File: config.mk
export PLATFORM = sky130hd
export DESIGN_NAME = radio_fbuf
export DESIGN_NICKNAME = d
export VERILOG_FILES = /design/src/rtl/fbuf_pkg.sv /design/src/rtl/fbuf_tx_engine.sv /design/src/rtl/fbuf_rx_engine.sv /design/src/rtl/fbuf_ctl_regs.sv /design/src/rtl/radio_fbuf.sv
export SDC_FILE = /design/constraint.sdc
export NUM_CORES = 2
export LEC_CHECK = 0
export ABC_CLOCK_PERIOD_IN_PS = 10300
export BUFFER_PORTS_ARGS = -buffer_cell sky130_fd_sc_hd__buf_2
export CORE_ASPECT_RATIO = 0.7
export CORE_MARGIN = 3
export CORE_UTILIZATION = 40
export CTS_CLUSTER_DIAMETER = 50
export DETAILED_ROUTE_END_ITERATION = 8
export SKIP_CTS_REPAIR_TIMING = 1
export SYNTH_ARGS = -nofsm -noshare
export SYNTH_HDL_FRONTEND = slang
export SYNTH_HIERARCHICAL = 1
export SYNTH_SLANG_ARGS = --single-unit
File: constraint.sdc
create_clock -name clk -period 10.3 [get_ports clk]
set_input_delay 0 -clock clk [delete_from_list [all_inputs] [get_ports clk]]
set_output_delay 0 -clock clk [all_outputs]
set_load 0.01 [all_outputs]
File: src/rtl/fbuf_pkg.sv
`timescale 1ns/1ps
package fbuf_pkg;

    localparam int HOST_AW        = 10;
    localparam int BYTE_W         = 8;

    localparam int TXBUF_DEPTH    = 128;
    localparam int RXBUF_DEPTH    = 144;
    localparam int TX_HDR_BYTES   = 2;   // header-length slot, frame-length slot
    localparam int RX_TRAIL_BYTES = 2;   // link quality, signal strength

    // host map; the transmit window starts at zero
    localparam logic [HOST_AW-1:0] RXBUF_BASE = 10'h100;
    localparam logic [HOST_AW-1:0] REG_LAUNCH = 10'h200;
    localparam logic [HOST_AW-1:0] REG_STATUS = 10'h201;
    localparam logic [HOST_AW-1:0] REG_MASK   = 10'h202;
    localparam logic [HOST_AW-1:0] REG_RXCTL  = 10'h203;

    localparam int LAUNCH_GO_BIT     = 0;
    localparam int LAUNCH_ACK_BIT    = 2;
    localparam int ST_TXDONE_BIT     = 0;
    localparam int ST_RXDONE_BIT     = 3;
    localparam int RXCTL_INHIBIT_BIT = 2;

    typedef logic [BYTE_W-1:0] byte_t;

    localparam byte_t MASK_RESET = 8'h09;

    typedef enum logic [1:0] {
        TX_IDLE,
        TX_LEN,
        TX_BODY
    } tx_state_e;

    typedef enum logic [1:0] {
        RX_WAIT_LEN,
        RX_BODY
    } rx_state_e;

    typedef struct packed {
        logic go;
        logic ackreq;
    } launch_t;

    typedef struct packed {
        logic tx_done;
        logic rx_done;
    } event_t;

    function automatic byte_t cap_byte(input byte_t raw, input byte_t limit);
        return (raw > limit) ? limit : raw;
    endfunction

endpackage

File: src/rtl/fbuf_tx_engine.sv
`timescale 1ns/1ps
module fbuf_tx_engine
    import fbuf_pkg::*;
#(
    parameter int DEPTH = TXBUF_DEPTH,
    localparam int IDX_W = $clog2(DEPTH)
) (
    input  logic             clk,
    input  logic             rst,
    input  logic             wr_en,
    input  logic [IDX_W-1:0] wr_idx,
    input  byte_t            wr_data,
    input  logic [IDX_W-1:0] rd_idx,
    output byte_t            rd_data,
    input  launch_t          launch,
    output logic             tx_valid,
    input  logic             tx_ready,
    output byte_t            tx_data,
    output logic             tx_last,
    output logic             tx_ackreq,
    output logic             done,
    output logic             len_phase
);
    localparam int PAY_MAX = DEPTH - TX_HDR_BYTES;
    localparam byte_t PAY_MAX_B = byte_t'(PAY_MAX);
    localparam logic [IDX_W-1:0] LEN_SLOT  = IDX_W'(1);
    localparam logic [IDX_W-1:0] FIRST_PAY = IDX_W'(TX_HDR_BYTES);

    byte_t            mem [DEPTH];
    tx_state_e        st_q;
    byte_t            len_q;
    byte_t            rem_q;
    logic [IDX_W-1:0] idx_q;
    logic             ack_q;
    logic             fire;
    byte_t            cap_len;

    always_ff @(posedge clk) begin
        if (wr_en) begin
            mem[wr_idx] <= wr_data;
        end
    end

    assign rd_data = mem[rd_idx];
    assign cap_len = cap_byte(mem[LEN_SLOT], PAY_MAX_B);
    assign fire    = tx_valid && tx_ready;

    always_ff @(posedge clk) begin
        if (rst) begin
            st_q  <= TX_IDLE;
            len_q <= '0;
            rem_q <= '0;
            idx_q <= '0;
            ack_q <= 1'b0;
        end else begin
            case (st_q)
                TX_IDLE: begin
                    if (launch.go) begin
                        st_q  <= TX_LEN;
                        len_q <= cap_len;
                        rem_q <= cap_len;
                        idx_q <= FIRST_PAY;
                        ack_q <= launch.ackreq;
                    end
                end
                TX_LEN: begin
                    if (fire) begin
                        st_q <= (len_q == '0) ? TX_IDLE : TX_BODY;
                    end
                end
                TX_BODY: begin
                    if (fire) begin
                        idx_q <= idx_q + 1'b1;
                        rem_q <= rem_q - 1'b1;
                        if (rem_q == 8'd1) begin
                            st_q <= TX_IDLE;
                        end
                    end
                end
                default: st_q <= TX_IDLE;
            endcase
        end
    end

    always_comb begin
        tx_valid = (st_q != TX_IDLE);
        tx_data  = (st_q == TX_LEN) ? len_q : mem[idx_q];
        if (st_q == TX_LEN) begin
            tx_last = (len_q == '0);
        end else begin
            tx_last = (st_q == TX_BODY) && (rem_q == 8'd1);
        end
    end

    assign tx_ackreq = ack_q && tx_valid;
    assign done      = fire && tx_last;
    assign len_phase = (st_q == TX_LEN);

endmodule

File: src/rtl/fbuf_rx_engine.sv
`timescale 1ns/1ps
module fbuf_rx_engine
    import fbuf_pkg::*;
#(
    parameter int DEPTH = RXBUF_DEPTH,
    localparam int IDX_W = $clog2(DEPTH)
) (
    input  logic             clk,
    input  logic             rst,
    input  logic             rx_valid,
    input  byte_t            rx_data,
    input  logic             inhibit,
    input  logic [IDX_W-1:0] rd_idx,
    output byte_t            rd_data,
    output logic             done
);
    // position counter must reach a full length byte plus the trailer
    localparam int POS_W = BYTE_W + 1;
    localparam int PAY_MAX = DEPTH - 1 - RX_TRAIL_BYTES;
    localparam byte_t PAY_MAX_B = byte_t'(PAY_MAX);
    localparam logic [POS_W-1:0] TRAIL = POS_W'(RX_TRAIL_BYTES);

    byte_t            mem [DEPTH];
    rx_state_e        st_q;
    byte_t            len_q;
    logic [POS_W-1:0] pos_q;
    logic             keep_q;
    logic             we;
    logic [IDX_W-1:0] widx;
    logic             len_ok;
    logic             final_byte;

    always_comb begin
        len_ok     = (rx_data <= PAY_MAX_B);
        final_byte = (st_q == RX_BODY) && (pos_q == ({1'b0, len_q} + TRAIL));
        we         = 1'b0;
        widx       = '0;
        if (rx_valid && !inhibit) begin
            if (st_q == RX_WAIT_LEN) begin
                we = len_ok;
            end else begin
                we   = keep_q;
                widx = pos_q[IDX_W-1:0];
            end
        end
        done = rx_valid && final_byte && keep_q && !inhibit;
    end

    always_ff @(posedge clk) begin
        if (we) begin
            mem[widx] <= rx_data;
        end
    end

    assign rd_data = mem[rd_idx];

    always_ff @(posedge clk) begin
        if (rst) begin
            st_q   <= RX_WAIT_LEN;
            len_q  <= '0;
            pos_q  <= '0;
            keep_q <= 1'b0;
        end else if (rx_valid) begin
            case (st_q)
                RX_WAIT_LEN: begin
                    len_q  <= rx_data;
                    pos_q  <= POS_W'(1);
                    keep_q <= len_ok && !inhibit;
                    st_q   <= RX_BODY;
                end
                RX_BODY: begin
                    keep_q <= keep_q && !inhibit;
                    if (final_byte) begin
                        st_q <= RX_WAIT_LEN;
                    end else begin
                        pos_q <= pos_q + 1'b1;
                    end
                end
                default: st_q <= RX_WAIT_LEN;
            endcase
        end
    end

endmodule

File: src/rtl/fbuf_ctl_regs.sv
`timescale 1ns/1ps
module fbuf_ctl_regs
    import fbuf_pkg::*;
(
    input  logic               clk,
    input  logic               rst,
    input  logic               wr_en,
    input  logic               rd_en,
    input  logic [HOST_AW-1:0] addr,
    input  byte_t              wdata,
    input  event_t             events,
    output launch_t            launch,
    output logic               rx_inhibit,
    output byte_t              status,
    output byte_t              reg_rdata,
    output logic               irq_n
);
    byte_t mask_q;
    byte_t rxctl_q;
    byte_t status_q;
    byte_t status_d;
    logic  status_rd;

    // a read clears first, then new events are merged so they survive
    always_comb begin
        status_rd = rd_en && (addr == REG_STATUS);
        status_d  = status_rd ? '0 : status_q;
        if (events.tx_done) begin
            status_d[ST_TXDONE_BIT] = 1'b1;
        end
        if (events.rx_done) begin
            status_d[ST_RXDONE_BIT] = 1'b1;
        end
    end

    always_ff @(posedge clk) begin
        if (rst) begin
            mask_q   <= MASK_RESET;
            rxctl_q  <= '0;
            status_q <= '0;
        end else begin
            status_q <= status_d;
            if (wr_en && (addr == REG_MASK)) begin
                mask_q <= wdata;
            end
            if (wr_en && (addr == REG_RXCTL)) begin
                rxctl_q <= wdata;
            end
        end
    end

    always_comb begin
        launch.go     = wr_en && (addr == REG_LAUNCH) && wdata[LAUNCH_GO_BIT];
        launch.ackreq = wdata[LAUNCH_ACK_BIT];
    end

    always_comb begin
        case (addr)
            REG_STATUS: reg_rdata = status_q;
            REG_MASK:   reg_rdata = mask_q;
            REG_RXCTL:  reg_rdata = rxctl_q;
            default:    reg_rdata = '0;
        endcase
    end

    assign rx_inhibit = rxctl_q[RXCTL_INHIBIT_BIT];
    assign status     = status_q;
    assign irq_n      = ~|(status_q & ~mask_q);

endmodule

File: src/rtl/radio_fbuf.sv
`timescale 1ns/1ps
module radio_fbuf
    import fbuf_pkg::*;
#(
    parameter int TX_DEPTH = TXBUF_DEPTH,
    parameter int RX_DEPTH = RXBUF_DEPTH
) (
    input  logic         clk,
    input  logic         rst,
    input  logic         host_wr,
    input  logic         host_rd,
    input  logic [9:0]   host_addr,
    input  logic [7:0]   host_wdata,
    output logic [7:0]   host_rdata,
    output logic         tx_valid,
    input  logic         tx_ready,
    output logic [7:0]   tx_data,
    output logic         tx_last,
    output logic         tx_ackreq,
    input  logic         rx_valid,
    input  logic [7:0]   rx_data,
    output logic         irq_n
);
    localparam int TX_IDX_W = $clog2(TX_DEPTH);
    localparam int RX_IDX_W = $clog2(RX_DEPTH);
    localparam logic [HOST_AW-1:0] TX_END = HOST_AW'(TX_DEPTH);
    localparam logic [HOST_AW-1:0] RX_END = HOST_AW'(int'(RXBUF_BASE) + RX_DEPTH);

    logic                in_tx;
    logic                in_rx;
    logic [TX_IDX_W-1:0] tx_idx;
    logic [RX_IDX_W-1:0] rx_idx;
    byte_t               tx_rd;
    byte_t               rx_rd;
    byte_t               reg_rd;
    launch_t             launch_w;
    event_t              events_w;
    logic                tx_done_w;
    logic                rx_done_w;
    logic                rx_inhibit_w;
    logic                tx_len_phase_w;
    byte_t               irq_status_w;

    assign in_tx  = (host_addr < TX_END);
    assign in_rx  = (host_addr >= RXBUF_BASE) && (host_addr < RX_END);
    assign tx_idx = host_addr[TX_IDX_W-1:0];
    assign rx_idx = in_rx ? RX_IDX_W'(host_addr - RXBUF_BASE) : '0;

    fbuf_tx_engine #(
        .DEPTH (TX_DEPTH)
    ) u_tx (
        .clk       (clk),
        .rst       (rst),
        .wr_en     (host_wr && in_tx),
        .wr_idx    (tx_idx),
        .wr_data   (host_wdata),
        .rd_idx    (tx_idx),
        .rd_data   (tx_rd),
        .launch    (launch_w),
        .tx_valid  (tx_valid),
        .tx_ready  (tx_ready),
        .tx_data   (tx_data),
        .tx_last   (tx_last),
        .tx_ackreq (tx_ackreq),
        .done      (tx_done_w),
        .len_phase (tx_len_phase_w)
    );

    fbuf_rx_engine #(
        .DEPTH (RX_DEPTH)
    ) u_rx (
        .clk      (clk),
        .rst      (rst),
        .rx_valid (rx_valid),
        .rx_data  (rx_data),
        .inhibit  (rx_inhibit_w),
        .rd_idx   (rx_idx),
        .rd_data  (rx_rd),
        .done     (rx_done_w)
    );

    assign events_w.tx_done = tx_done_w;
    assign events_w.rx_done = rx_done_w;

    fbuf_ctl_regs u_regs (
        .clk        (clk),
        .rst        (rst),
        .wr_en      (host_wr),
        .rd_en      (host_rd),
        .addr       (host_addr),
        .wdata      (host_wdata),
        .events     (events_w),
        .launch     (launch_w),
        .rx_inhibit (rx_inhibit_w),
        .status     (irq_status_w),
        .reg_rdata  (reg_rd),
        .irq_n      (irq_n)
    );

    always_ff @(posedge clk) begin
        if (rst) begin
            host_rdata <= '0;
        end else if (host_rd) begin
            if (in_tx) begin
                host_rdata <= tx_rd;
            end else if (in_rx) begin
                host_rdata <= rx_rd;
            end else begin
                host_rdata <= reg_rd;
            end
        end
    end

endmodule

==> impl_results.html <==
<table>
<tr><th>Metric</th><th>Value</th></tr>
<tr><th colspan="2">Yosys</th></tr>
<tr><td>Cell Area, Synth</td><td>between 0.09 and 0.1 mm²</td></tr>
<tr><td>Number of instances in the synthesized netlist</td><td>4970</td></tr>
<tr><td>Syn nets</td><td>between 5000 and 6000</td></tr>
<tr><td>Synth Warn #</td><td>6</td></tr>
<tr><td>Avg Synthesized Cell Area</td><td>approximately 20 µm²</td></tr>
<tr><th colspan="2">STA</th></tr>
<tr><td>Final clock skew</td><td>approximately 0.045 ns</td></tr>
<tr><td>Unrepaired setup endpoints after global routing</td><td>no</td></tr>
<tr><td>Setup-violating endpoint count in the final report</td><td>0</td></tr>
<tr><td>Worst-Margin Slew</td><td>between 1 and 1.5 ns</td></tr>
<tr><td>Achievable clock frequency</td><td>between 150 and 200 MHz</td></tr>
<tr><td>Total count of max-transition violations in the final report</td><td>0</td></tr>
<tr><td>Part of the cycle the worst path needs</td><td>0.607</td></tr>
<tr><td>Relative slew slack</td><td>0.0199</td></tr>
<tr><td>Setup TNS</td><td>0 ns</td></tr>
<tr><td>Shortest clock period the worst path allows after layout</td><td>6.25 ns</td></tr>
<tr><td>Final hold violation count</td><td>0</td></tr>
<tr><th colspan="2">Routing</th></tr>
<tr><td>Final wirelength</td><td>around 290000 µm</td></tr>
<tr><td>Routed vias/inst</td><td>roughly 6.4</td></tr>
<tr><td>Iter 0 DRT Violations</td><td>8294</td></tr>
<tr><td>Remaining antenna violation count after routing</td><td>0</td></tr>
<tr><td>Number of detailed-route iterations in the first pass</td><td>6</td></tr>
<tr><td>Via count</td><td>between 50000 and 60000</td></tr>
<tr><td>DRC violation count after routing</td><td>0</td></tr>
<tr><td>Average wire per cell in the routed design</td><td>34.3 µm</td></tr>
<tr><th colspan="2">Worst setup path</th></tr>
<tr><td>Arr. time, crit path</td><td>between 7 and 8 ns</td></tr>
<tr><td>Bufs and invs on worst path</td><td>6</td></tr>
<tr><td>Setup slack, reg-to-reg</td><td>~6.0 ns</td></tr>
<tr><td>Worst R2R End</td><td>u_rx/mem[85][1]$_DFFE_PP_</td></tr>
<tr><td>Worst setup path category</td><td>in -&gt; reg</td></tr>
<tr><td>Critical Path Source Type</td><td>input port</td></tr>
<tr><td>Critical path cell sequence</td><td>dlygate4sd3_1 -&gt; buf_2 -&gt; or3_1 -&gt; a21oi_2 -&gt; and2_4 -&gt; buf_12 -&gt; buf_4 -&gt; mux4_2 -&gt; mux4_2 -&gt; nor2_1 -&gt; a21oi_1 -&gt; a21oi_1 -&gt; a311oi_1 -&gt; nand3_1 -&gt; dlygate4sd3_1 -&gt; a41oi_1 -&gt; dlygate4sd3_1</td></tr>
<tr><td>Maximum fanout along the worst path</td><td>100</td></tr>
<tr><td>Worst path slowest cell</td><td>and2_4</td></tr>
<tr><td>Worst endpoint required time</td><td>between 10 and 15 ns</td></tr>
<tr><td>Cell repeated most along the worst path</td><td>dlygate4sd3_1</td></tr>
<tr><td>Depth of the worst register-to-register path</td><td>4</td></tr>
<tr><td>Family with the most delay on the worst path</td><td>buffers and inverters</td></tr>
<tr><td>CP Depth</td><td>17</td></tr>
<tr><td>Capturing element type of the critical path</td><td>flip-flop</td></tr>
<tr><td>Reg-to-Reg Start</td><td>u_rx/st_q[0]$_SDFFE_PP0P_</td></tr>
<tr><td>Maximum cell stage delay along the critical path</td><td>about 0.66 ns</td></tr>
<tr><th colspan="2">Finish</th></tr>
<tr><td>Layout overhead on the synthesized area</td><td>12.1%</td></tr>
<tr><td>Core occupancy in the finished layout</td><td>0.453</td></tr>
<tr><td>Non-Filler Instances</td><td>roughly 8500</td></tr>
<tr><td>Share of post-route cells with drive strength above 1</td><td>0.267</td></tr>
<tr><td>Layout net count</td><td>a little over 5000</td></tr>
<tr><td>Count of filler cells inserted in the layout</td><td>just over 20000</td></tr>
<tr><th colspan="2">Power and ir drop</th></tr>
<tr><td>Leak pwr</td><td>between 30 and 40 nW</td></tr>
<tr><td>Share of total power in the clock network</td><td>0.436</td></tr>
<tr><td>Power per standard cell area</td><td>177 mW/mm²</td></tr>
<tr><td>Sequential fraction of design power</td><td>0.522</td></tr>
<tr><td>IR Drop Worst-Case VDD</td><td>138 µV</td></tr>
<tr><td>Internal portion of total power</td><td>around 0.015 W</td></tr>
<tr><td>Switching share of power</td><td>0.213</td></tr>
<tr><td>Share of total power in combinational logic</td><td>0.042</td></tr>
<tr><td>Reported net switching power</td><td>approximately 0.0041 W</td></tr>
<tr><th colspan="2">Clocking</th></tr>
<tr><td>Clock Tree Buf Depth</td><td>4</td></tr>
<tr><td>Clock transition at the registers of the reported paths</td><td>approximately 0.060 ns</td></tr>
<tr><td>Total CTS buffers</td><td>235</td></tr>
<tr><td>Clock tree from TritonCTS</td><td>done</td></tr>
<tr><td>Cell at the root of the clock tree</td><td>clkbuf_16</td></tr>
<tr><td>Clock net sink count</td><td>2254</td></tr>
<tr><td>Later-pin clock latency in the skew report</td><td>0.89 ns</td></tr>
<tr><td>Number of H-tree levels</td><td>4</td></tr>
<tr><th colspan="2">Floorplan</th></tr>
<tr><td>Floorplan row count</td><td>150</td></tr>
<tr><td>Height of the die</td><td>~420 µm</td></tr>
<tr><td>Die width</td><td>slightly below 600 µm</td></tr>
<tr><td>Number of primary I/O pins</td><td>52</td></tr>
<tr><td>Effective utilization at floorplan</td><td>0.404</td></tr>
<tr><td>Die footprint</td><td>0.248 mm²</td></tr>
<tr><td>Core Region</td><td>~0.24 mm²</td></tr>
<tr><th colspan="2">Global routing</th></tr>
<tr><td>First-pass GRT wire length</td><td>between 400000 and 500000 µm</td></tr>
<tr><td>GRT overflow</td><td>0</td></tr>
<tr><td>GRT Util Overall</td><td>0.230</td></tr>
<tr><td>Number of global-route vias before repair</td><td>~51000</td></tr>
<tr><td>Antenna violations before repair</td><td>24</td></tr>
<tr><td>Pin count of the biggest net entering global routing</td><td>roughly 140</td></tr>
<tr><th colspan="2">Min path</th></tr>
<tr><td>Critical hold path startpoint</td><td>host_addr[4]</td></tr>
<tr><td>Hold endpoint</td><td>host_rdata[0]$_SDFFE_PP0P_</td></tr>
<tr><td>Hold WC Path Type</td><td>in -&gt; reg</td></tr>
<tr><td>Number of stages on the worst hold path</td><td>4</td></tr>
<tr><th colspan="2">Place</th></tr>
<tr><td>Number of port buffers</td><td>just over 50</td></tr>
<tr><td>Gpl congestion</td><td>between 0.9 and 1</td></tr>
<tr><td>Cells after DPL</td><td>approximately 8000</td></tr>
<tr><td>Total half-perimeter wirelength after legalization and detailed placement</td><td>roughly 190000 µm</td></tr>
<tr><th colspan="2">Run</th></tr>
<tr><td>Count of maximum capacitance violations</td><td>0</td></tr>
<tr><th colspan="2">Status</th></tr>
<tr><td>Run status</td><td>finished clean</td></tr>
</table>
## flip-flops by register name, summed over array words and instances (netlist names), named ones only
signal	count
u_rx/mem	1152
u_tx/mem	1024
u_rx/pos_q	9
host_rdata	8
u_regs/mask_q	8
u_regs/rxctl_q	8
u_rx/len_q	8
u_tx/len_q	8
u_tx/rem_q	8
u_tx/idx_q	7
u_regs/status	2
u_tx/st_q	2
u_rx/keep_q	1
u_rx/st_q	1
u_tx/ack_q	1
## power by group through the flow
stage                     Combinational, W  Sequential, W  Clock (W)
after floorplan                   0.000412         0.0103          0
after global placement            0.000783         0.0103          0
after detailed placement          0.000791         0.0103          0
after CTS                         0.000791         0.0101    0.00856
after global routing              0.000843         0.0101    0.00893
final                             0.000808         0.0101    0.00841
## worst max-delay path by stage
stage                             from                    endpoint
after floorplan           host_addr[4]  host_rdata[3]$_SDFFE_PP0P_
after global placement    host_addr[5]  host_rdata[0]$_SDFFE_PP0P_
after detailed placement  host_addr[5]  host_rdata[3]$_SDFFE_PP0P_
after CTS                    flip-flop                  tx_data[4]
after global routing      host_addr[5]  host_rdata[7]$_SDFFE_PP0P_
final                     host_addr[5]  host_rdata[7]$_SDFFE_PP0P_
## through the flow
step                      hold WS (ns)  area (µm²)  power [W]  setup WS [ns]
after detailed placement         0.377      101000     0.0111           4.60
after global placement           0.352      101000     0.0110           4.59
after global routing            0.0788      109000     0.0198           3.75
after floorplan                 0.0989       97000     0.0107           7.07
final                           0.0962      109000     0.0193           4.05
after CTS                       -0.565      108000     0.0194           4.67
## area by class of cell
cell class | instances | area [µm²] | share of cell area
multi-input combinational | 2358 | 28500 | 0.262
sequential | 2254 | 66900 | 0.616
tap | 3192 | 3990 | 0.0367
clock inverter | 137 | 1330 | 0.0123
antenna | 6 | 15.0 | 0.000138
inverter | 22 | 85.1 | 0.000783
timing repair buffer | 207 | 1680 | 0.0154
clock buffer | 281 | 6180 | 0.0569
## routing by layer
layer / global-route usage / vias up / wire length, µm
li1: - / 21170 / -
met1: 0.359 / 28989 / 126000
met2: 0.305 / 3176 / 117000
met3: 0.0812 / 416 / 39400
met4: 0.0548 / 6 / 7160
met5: 0 / - / 41
## worst min-delay path: cells and delay by family
family	cells	cell delay, ns
compound gates	1	0.20
simple gates	2	0.51
buf+inv	1	0.21
## cell usage in the layout, fill, tap and decap left out, types with 25 or more instances in the layout
master,count
a211oi_1,25
o22ai_1,86
nand2b_1,46
a21oi_1,60
o221ai_1,57
nor3_1,45
mux2i_1,231
nand3_1,65
nor2_1,354
buf_2,33
a22oi_1,29
clkbuf_16,241
clkinv_1,56
nand4_1,27
mux4_2,824
clkinv_2,32
edfxtp_1,2176
mux2_2,40
buf_4,123
clkbuf_1,40
nor2b_1,72
dfxtp_1,74
dlygate4sd3_1,42
nand2_1,145
Power figures use the tool's default switching activity.
